--- config.mk ---
export PLATFORM = sky130hd
export DESIGN_NAME = interval_timer14
export DESIGN_NICKNAME = d
export VERILOG_FILES = /design/src/rtl/tmr_pkg.sv /design/src/rtl/tmr_presc.sv /design/src/rtl/tmr_hostif.sv /design/src/rtl/tmr_core.sv /design/src/rtl/tmr_wave.sv /design/src/rtl/interval_timer14.sv
export SDC_FILE = /design/constraint.sdc
export NUM_CORES = 1
export LEC_CHECK = 0
export BUFFER_PORTS_ARGS = -buffer_cell sky130_fd_sc_hd__clkbuf_2
export CAP_MARGIN = 25
export CORE_ASPECT_RATIO = 0.6
export CORE_UTILIZATION = 49
export CTS_BUF_LIST = sky130_fd_sc_hd__clkbuf_4
export DETAILED_ROUTE_END_ITERATION = 10
export GPL_ROUTABILITY_DRIVEN = 0
export PLACE_DENSITY = 0.74
export SLEW_MARGIN = 20
export SYNTH_ARGS = -nofsm -noshare
export SYNTH_HDL_FRONTEND = slang
export SYNTH_SLANG_ARGS = --single-unit
--- constraint.sdc ---
create_clock -name clk -period 5.6 [get_ports clk]
set_input_delay 0.56 -clock clk [delete_from_list [all_inputs] [get_ports clk]]
set_output_delay 0.56 -clock clk [all_outputs]
set_load 0.03 [all_outputs]
--- src/rtl/tmr_pkg.sv ---
package tmr_pkg;
  typedef enum logic [1:0] {
    CMD_NOP     = 2'd0,
    CMD_HALT    = 2'd1,
    CMD_HALT_TC = 2'd2,
    CMD_START   = 2'd3
  } tmr_cmd_e;

  localparam logic [1:0] ADR_CMD = 2'd0;
  localparam logic [1:0] ADR_LO  = 2'd1;
  localparam logic [1:0] ADR_HI  = 2'd2;

  localparam int MODE_AUTO_BIT  = 0;
  localparam int MODE_PULSE_BIT = 1;
endpackage

--- src/rtl/tmr_presc.sv ---
module tmr_presc #(
  parameter int DIV = 10
) (
  input  logic clk,
  input  logic rst_n,
  input  logic en,
  output logic tick
);
  localparam int PW = (DIV > 1) ? $clog2(DIV) : 1;
  localparam logic [PW-1:0] LAST = PW'(DIV - 1);

  logic [PW-1:0] pc_q, pc_d;

  always_comb begin
    pc_d = pc_q;
    tick = 1'b0;
    if (en) begin
      if (pc_q == LAST) begin
        pc_d = '0;
        tick = 1'b1;
      end else begin
        pc_d = pc_q + PW'(1);
      end
    end
  end

  always_ff @(posedge clk or negedge rst_n) begin
    if (!rst_n) pc_q <= '0;
    else        pc_q <= pc_d;
  end
endmodule

--- src/rtl/tmr_hostif.sv ---
module tmr_hostif
  import tmr_pkg::*;
#(
  parameter int CW = 14
) (
  input  logic          clk,
  input  logic          rst_n,
  input  logic          wr_en,
  input  logic [1:0]    wr_addr,
  input  logic [7:0]    wr_data,
  output logic          cmd_vld,
  output tmr_cmd_e      cmd,
  output logic [CW-1:0] stg_len,
  output logic [1:0]    stg_mode
);
  localparam int HI_BITS = CW - 8;

  logic [7:0] lo_q, lo_d, hi_q, hi_d;

  always_comb begin
    lo_d = lo_q;
    hi_d = hi_q;
    if (wr_en && wr_addr == ADR_LO) lo_d = wr_data;
    if (wr_en && wr_addr == ADR_HI) hi_d = wr_data;
  end

  always_ff @(posedge clk or negedge rst_n) begin
    if (!rst_n) begin
      lo_q <= '0;
      hi_q <= '0;
    end else begin
      lo_q <= lo_d;
      hi_q <= hi_d;
    end
  end

  assign cmd_vld  = wr_en && (wr_addr == ADR_CMD);
  assign cmd      = tmr_cmd_e'(wr_data[7:6]);
  assign stg_len  = {hi_q[HI_BITS-1:0], lo_q};
  assign stg_mode = hi_q[7:6];
endmodule

--- src/rtl/tmr_core.sv ---
module tmr_core
  import tmr_pkg::*;
#(
  parameter int CW      = 14,
  parameter int MIN_LEN = 2
) (
  input  logic          clk,
  input  logic          rst_n,
  input  logic          tick,
  input  logic          cmd_vld,
  input  tmr_cmd_e      cmd,
  input  logic [CW-1:0] stg_len,
  input  logic [1:0]    stg_mode,
  input  logic          stat_rd,
  output logic          run,
  output logic [CW-1:0] cnt,
  output logic [CW-1:0] len,
  output logic [1:0]    mode,
  output logic          pend,
  output logic          flag
);
  localparam logic [CW-1:0] ONE  = CW'(1);
  localparam logic [CW-1:0] LMIN = CW'(MIN_LEN);

  logic          run_q, run_d, pend_q, pend_d, stop_q, stop_d, flag_q, flag_d;
  logic [CW-1:0] cnt_q, cnt_d, len_q, len_d, nlen_q, nlen_d, clamp_len;
  logic [1:0]    mode_q, mode_d, nmode_q, nmode_d;
  logic          tc;

  assign clamp_len = (stg_len < LMIN) ? LMIN : stg_len;

  always_comb begin
    run_d   = run_q;
    cnt_d   = cnt_q;
    len_d   = len_q;
    mode_d  = mode_q;
    pend_d  = pend_q;
    nlen_d  = nlen_q;
    nmode_d = nmode_q;
    stop_d  = stop_q;
    tc      = 1'b0;
    // counting step
    if (tick && run_q) begin
      if (cnt_q <= ONE) begin
        tc = 1'b1;
        if (pend_q) begin
          len_d  = nlen_q;
          mode_d = nmode_q;
          cnt_d  = nlen_q;
          pend_d = 1'b0;
        end else if (stop_q || !mode_q[MODE_AUTO_BIT]) begin
          run_d  = 1'b0;
          stop_d = 1'b0;
        end else begin
          cnt_d = len_q;
        end
      end else begin
        cnt_d = cnt_q - ONE;
      end
    end
    // command applied after the step of the same cycle
    if (cmd_vld) begin
      unique case (cmd)
        CMD_HALT: begin
          run_d  = 1'b0;
          pend_d = 1'b0;
          stop_d = 1'b0;
        end
        CMD_HALT_TC: begin
          if (run_d) begin
            stop_d = 1'b1;
            pend_d = 1'b0;
          end
        end
        CMD_START: begin
          if (run_d) begin
            pend_d  = 1'b1;
            stop_d  = 1'b0;
            nlen_d  = clamp_len;
            nmode_d = stg_mode;
          end else begin
            run_d  = 1'b1;
            cnt_d  = clamp_len;
            len_d  = clamp_len;
            mode_d = stg_mode;
            pend_d = 1'b0;
            stop_d = 1'b0;
          end
        end
        default: ;
      endcase
    end
    flag_d = tc | (flag_q & ~stat_rd);
  end

  always_ff @(posedge clk or negedge rst_n) begin
    if (!rst_n) begin
      run_q   <= 1'b0;
      cnt_q   <= LMIN;
      len_q   <= LMIN;
      mode_q  <= '0;
      pend_q  <= 1'b0;
      nlen_q  <= LMIN;
      nmode_q <= '0;
      stop_q  <= 1'b0;
      flag_q  <= 1'b0;
    end else begin
      run_q   <= run_d;
      cnt_q   <= cnt_d;
      len_q   <= len_d;
      mode_q  <= mode_d;
      pend_q  <= pend_d;
      nlen_q  <= nlen_d;
      nmode_q <= nmode_d;
      stop_q  <= stop_d;
      flag_q  <= flag_d;
    end
  end

  assign run  = run_q;
  assign cnt  = cnt_q;
  assign len  = len_q;
  assign mode = mode_q;
  assign pend = pend_q;
  assign flag = flag_q;
endmodule

--- src/rtl/tmr_wave.sv ---
module tmr_wave
  import tmr_pkg::*;
#(
  parameter int CW = 14
) (
  input  logic          run,
  input  logic [CW-1:0] cnt,
  input  logic [CW-1:0] len,
  input  logic [1:0]    mode,
  output logic          wave
);
  logic [CW-1:0] half;
  logic          active_lvl;

  assign half = len >> 1;

  generate
    if (CW > 1) begin : g_lvl
      always_comb begin
        if (mode[MODE_PULSE_BIT]) active_lvl = (cnt != CW'(1));
        else                      active_lvl = (cnt > half);
      end
    end
  endgenerate

  assign wave = !run || active_lvl;
endmodule

--- src/rtl/interval_timer14.sv ---
module interval_timer14
  import tmr_pkg::*;
#(
  parameter int CW      = 14,
  parameter int DIV     = 10,
  parameter int MIN_LEN = 2
) (
  input  logic       clk,
  input  logic       rst_n,
  input  logic       sys_en,
  input  logic       wr_en,
  input  logic [1:0] wr_addr,
  input  logic [7:0] wr_data,
  input  logic       stat_rd,
  input  logic       tone_en,
  output logic       tmr_out,
  output logic       irq,
  output logic       tone_out
);
  logic [1:0]    rs_q;
  logic          rst_core_n;
  logic          tick;
  logic          cmd_vld;
  tmr_cmd_e      cmd;
  logic [CW-1:0] stg_len, cnt_w, len_w;
  logic [1:0]    stg_mode, mode_w;
  logic          run_w, pend_w, flag_w, wave_w;

  always_ff @(posedge clk or negedge rst_n) begin
    if (!rst_n) rs_q <= '0;
    else        rs_q <= {rs_q[0], 1'b1};
  end
  assign rst_core_n = rs_q[1];

  tmr_presc #(.DIV(DIV)) u_presc (
    .clk(clk), .rst_n(rst_core_n), .en(sys_en), .tick(tick)
  );

  tmr_hostif #(.CW(CW)) u_host (
    .clk(clk), .rst_n(rst_core_n), .wr_en(wr_en), .wr_addr(wr_addr),
    .wr_data(wr_data), .cmd_vld(cmd_vld), .cmd(cmd),
    .stg_len(stg_len), .stg_mode(stg_mode)
  );

  tmr_core #(.CW(CW), .MIN_LEN(MIN_LEN)) u_core (
    .clk(clk), .rst_n(rst_core_n), .tick(tick), .cmd_vld(cmd_vld),
    .cmd(cmd), .stg_len(stg_len), .stg_mode(stg_mode), .stat_rd(stat_rd),
    .run(run_w), .cnt(cnt_w), .len(len_w), .mode(mode_w),
    .pend(pend_w), .flag(flag_w)
  );

  tmr_wave #(.CW(CW)) u_wave (
    .run(run_w), .cnt(cnt_w), .len(len_w), .mode(mode_w), .wave(wave_w)
  );

  assign tmr_out  = wave_w;
  assign irq      = flag_w;
  assign tone_out = tone_en & wave_w;
endmodule

# After elaboration in Yosys (flattened, before gate mapping)
# Cells that the tools add are included.
[op_classes]
add_sub_neg = 2
n_lt_le_gt_ge = 3
n_eq_ne = 7
muxes = 45
bitwise = 4
reduce_logical = 11
[ops]
columns = ["operator", "count"]
rows = [
  ["two-way mux 14 bit", 14],
  ["two-way mux 1 bit", 21],
  ["greater-than comparator 14 x 13 -> 1 bit", 1],
  ["less-or-equal comparator 14 x 1 -> 1 bit, second input constant", 1],
  ["less-than comparator 14 x 2 -> 1 bit, second input constant", 1],
  ["!= test 14 x 1 -> 1 bit, second input constant", 1],
  ["subtractor 14 x 1 -> 14 bit, second input constant", 1],
  ["two-way mux 2 bit", 6],
  ["== test 2 bit, second input constant", 3],
  ["adder 4 x 1 -> 4 bit, second input constant", 1],
  ["== test 2 x 1 -> 1 bit, second input constant", 2],
  ["== test 4 bit, second input constant", 1],
  ["logical AND 1 bit", 4],
  ["two-way mux 4 bit", 1],
  ["case mux 1 bit (2 select lines)", 2],
  ["case mux 1 bit (3 select lines)", 1],
  ["AND reduction 3 bit", 1],
  ["bitwise AND 1 bit", 2],
  ["logical NOT 1 bit", 2],
  ["logical NOT 2 bit", 1],
  ["logical OR 1 bit", 2],
  ["OR reduction 2 bit", 1],
  ["inverter 1 bit", 1],
  ["OR 1 bit", 1],
]
[word_totals]
reg_bits = 72
in_bits = 16
word_cells = 85

# Longest topological paths before layout
[depth]
depth_word = 9
ltp_mapped = 9

# Hierarchy
# A second synthesis with hierarchy kept.
[hier_totals]
cells_unflattened = 425
hier_area_um2 = 4179.0
[modules_own_cells]
columns = ["mod", "n_inst", "cells_per_inst", "area_each_um2", "seq_area_each_um2"]
rows = [
  ["tmr_core", 1, 318, 2897.8, 1255.0],
  ["tmr_hostif", 1, 37, 643.1, 400.4],
  ["tmr_wave", 1, 49, 390.4, 0.0],
  ["tmr_presc", 1, 17, 187.7, 100.1],
  ["interval_timer14", 1, 4, 60.1, 50.0],
]

# Worst setup path before layout
# OpenSTA, ideal clock, no wires.
[synth_path]
kind = "flip-flop to output port"
startpoint = "register u_core.cnt_q[9], in the netlist u_core.cnt[9]"
endpoint = "output tmr_out"
arrival_ns = 1.840
required_ns = 5.040
slack_ns = 3.200
stages_incl_launch_ff = 8
n_path_buf = 2
path_cell_list = "dfrtp_1 -> nor4_4 -> and2_1 -> buf_4 -> buf_2 -> nand3_1 -> a21oi_1 -> nand3_1"
[synth_between]
elab_chain_len = 3
word_cells_on_any_way = 4
[synth_rtl]
columns = ["element", "line", "text"]
rows = [
  ["start: declaration", "tmr_core.sv:26", "logic [CW-1:0] cnt_q, cnt_d, len_q, len_d, nlen_q, nlen_d, clamp_len;"],
  ["start signal: assignment", "tmr_core.sv:109", "cnt_q <= cnt_d;"],
  ["greater-than comparator 14 x 13 -> 1 bit / != test 14 x 1 -> 1 bit (equally long branches)", "tmr_wave.sv:21, tmr_wave.sv:20", ""],
  ["two-way mux 1 bit *", "tmr_wave.sv:20", "if (mode[MODE_PULSE_BIT]) active_lvl = (cnt != CW'(1));"],
  ["logical OR 1 bit *", "tmr_wave.sv:26", "assign wave = !run || active_lvl;"],
  ["end: declaration", "interval_timer14.sv:16", "output logic tmr_out,"],
]
# Mark *: on every way between the ends. The rest lies on a longest branch, timed or not.

# Worst setup path after layout
[layout_path]
startpoint = "register u_core.cnt_q[9], in the netlist u_core.cnt[9]"
endpoint = "output tone_out"
[layout_between]
elab_chain_len = 4
word_cells_on_any_way = 5
[layout_rtl]
columns = ["element", "line", "text"]
rows = [
  ["greater-than comparator 14 x 13 -> 1 bit / != test 14 x 1 -> 1 bit (equally long branches)", "tmr_wave.sv:21, tmr_wave.sv:20", ""],
  ["two-way mux 1 bit *", "tmr_wave.sv:20", ""],
  ["logical OR 1 bit *", "tmr_wave.sv:26", ""],
  ["bitwise AND 1 bit *", "interval_timer14.sv:58", "assign tone_out = tone_en & wave_w;"],
  ["end: declaration", "interval_timer14.sv:18", "output logic tone_out"],
]
# Marks and branches as above.

==> flow_metrics.env <==
export IMPL_layout_drive_gt1_share=0.2071
export IMPL_worst_pin_slew_ns=0.9110
export IMPL_io_pins=19
export IMPL_ir_drop_uv=174.7
export IMPL_clk_latency_ns=0.44
export IMPL_post_cts_resized=0
export IMPL_drtIter0Drc=341
export IMPL_status="completed"
export IMPL_floorplan_rows=25
export IMPL_r2r_end="u_core.mode[1]"
export IMPL_final_common_cell="dfrtp_1"
export IMPL_required_ns=5.04
export IMPL_detailed_place_area_um2=4383
export IMPL_diodes=0
export IMPL_min_to="u_presc.pc_q[0]"
export IMPL_hpwlAfterDp_um=8285
export IMPL_grt_pass1_vias=3280
export IMPL_async_flop_share=1.000
export IMPL_drtPass1Iterations=5
export IMPL_critPathKind="reg2out"
export IMPL_ys_seq_elements=72
export IMPL_hp_start="sys_en"
export IMPL_grt_max_degree=71
export IMPL_synthCells=404
export IMPL_drtAntennaViolNets=0
export IMPL_powerDensity_nw_per_um2=400.0
export IMPL_relSlewSlack=0.3880
export IMPL_rsz0062_at_grt="no"
export IMPL_core_um2=8102
export IMPL_yosysUniqueCellTypes=63
export IMPL_cp_slowest_cell="and2_1"
export IMPL_fillers=702
export IMPL_slew_viol_final=0
export IMPL_tns_ns=0
export IMPL_worstHoldPathType="in2reg"
export IMPL_drv_cap=0
export IMPL_synthFlopType="dfrtp_1"
export IMPL_cts_setup_buffers=0
export IMPL_clock_root_buffer="clkbuf_4"
export IMPL_clockBufferDepth=2
export IMPL_finalSetupViolCount=0
export IMPL_dieHeight_um=73.93
export IMPL_stdcell_area_um2=4528
export IMPL_initial_core_util=0.5215
export IMPL_antenna_found_initial=0
export IMPL_drc_errors=0
export IMPL_finalHoldViolations=0
export IMPL_arrival_ns=2.86
export IMPL_fmaxAchievable_ghz=0.2924
export IMPL_avgSynthCellArea_um2=10.46
export IMPL_grt_overflow=0
export IMPL_reg2reg_from="u_core.cnt[0]"
export IMPL_netlist_area_um2=4225
export IMPL_endpoint_kind="primary output"
export IMPL_grt_pass1_wl_um=18120
export IMPL_track_usage=0.2739
export IMPL_synth_edf_count=0
export IMPL_htree_levels=3
export IMPL_die_w_um=121.9
export IMPL_period_share=0.6107
export IMPL_clock_skew_ns=0.01365
export IMPL_vias=3471
export IMPL_numClockSinks=72
export IMPL_layout_common_cells="68 x dfrtp_1, 28 x a21oi_1, 25 x mux2_2"
export IMPL_wl_per_cell_um=21.27
export IMPL_seq_area_frac_synth=0.4273
export IMPL_yosysWarnings=0
export IMPL_syn_to_final_growth_pct=7.166
export IMPL_finalCoreUtilization=0.5589
export IMPL_avgViaCountPerCell=6.512
export IMPL_holdPathStages=2
export IMPL_crit_fanout=16
export IMPL_cpPeakStageDelay_ns=0.70
export IMPL_rrSetupSlack_ns=2.49
export IMPL_clk_pin_slew_ns=0.12
export IMPL_crit_path_cell_trace="nor4_4 -> and2_1 -> nand3_1 -> a21oi_1 -> a31oi_1 -> clkbuf_2"
export IMPL_synth_nets=435
export IMPL_p_leak_nw=2.003
export IMPL_routed_wl_um=11340
export IMPL_cp_start_kind="register"
export IMPL_numCtsBuffers=9
export IMPL_post_route_min_period_ns=3.420
export IMPL_die_area_um2=9011
export IMPL_portBuffers=18
export IMPL_nets=451
export IMPL_tritoncts="built"
export IMPL_r2r_cells=7
[cell families (layout without fill, tap and decap cells)]
logic type               count (synthesis)  count (layout)  share of synthesized area
multiplexers                            58              58                     0.1561
adder cells (fa/ha/maj)                 15              15                    0.04442
AO/OA/AOI/OAI                          107             107                     0.1673
AND/OR/NAND/NOR                        112             112                     0.1614
XOR/XNOR                                 2               2                   0.004146
other                                    1               1                  0.0008875
buffers and inverters                   37              58                    0.03849
flip-flops                              72              72                     0.4273
[through the flow]
stage               setup slack, ns  hold WS [ns]  cells  total power, mW
global route                  1.994        0.3136    533            1.912
detailed placement            2.611        0.3417    516            1.466
finish                        2.180        0.3071    533            1.811
CTS                           2.226        0.2893    533            1.793
global placement              2.651        0.3374    516            1.427
floorplan                     3.200        0.2644    404            1.264
[metal layers]
layer | vias up | wire [um] | global-route usage
li1 | 1544 | - | -
met1 | 1695 | 5267 | 0.4055
met2 | 210 | 4468 | 0.3679
met3 | 22 | 1438 | 0.1066
met4 | 0 | 162 | 0.07407
met5 | - | 0 | 0
[sequential cells by signal, indices dropped and copies added, names as in the netlist, 4 cells and up]
name and count:
u_core.cnt 14, u_core.len 14, u_core.nlen_q 14, u_host.hi_q 8, u_host.lo_q 8, u_presc.pc_q 4
[Yosys cell counts (all sizes together) (9+ instances only)]
master,count,share of area
mux2,36,0.10
a31oi,9,0.013
nor2,18,0.018
ha,15,0.044
a21oi,28,0.033
nand3,14,0.018
buf,10,0.015
inv,21,0.019
nor3,14,0.018
o21ai,22,0.029
dfrtp,69,0.41
mux2i,22,0.052
nand2,21,0.020
[worst max path at each step]
| stage | end | cells after the start | start |
|---|---|---|---|
| detailed placement | u_core.mode[1] | 7 | u_core.cnt[0] |
| floorplan | tmr_out | 7 | u_core.cnt[9] |
| global placement | u_core.mode[0] | 7 | u_core.cnt[0] |
| finish | tone_out | 6 | u_core.cnt[9] |
| CTS | tone_out | 6 | u_core.cnt[9] |
| global route | tone_out | 6 | u_core.cnt[9] |
[worst max-delay path, delay by kind of cell, from the launching register on]
family                 cells  cell delay (ns)
AND/OR/NAND/NOR            3             1.34
flip-flops                 1             0.50
AO/OA/AOI/OAI              2             0.38
buffers and inverters      1             0.21
[power breakdown]
part	internal, mW	switching [mW]	total [mW]
Combinational	0.276	0.344	0.621
Sequential	0.663	0.199	0.862
Clock	0.139	0.190	0.328
Total	1.08	0.733	1.81
[final cells by class]
| type | instances | area (um^2) | share of cell area |
|---|---|---|---|
| well taps | 108 | 135.1 | 0.02984 |
| inverters | 21 | 78.83 | 0.01741 |
| clock buffers | 10 | 75.07 | 0.01658 |
| clock inverters | 6 | 60.06 | 0.01326 |
| repair buffers | 21 | 115.1 | 0.02542 |
| multi-input cells | 295 | 2257 | 0.4985 |
| flip-flops and latches | 72 | 1807 | 0.3990 |
[timing repair]
item                       in CTS  in global routing
hold buffers                    1                  0
hold endpoints to repair        2                  0
setup endpoints to repair       0                  0
Power figures use the tool's default switching activity.
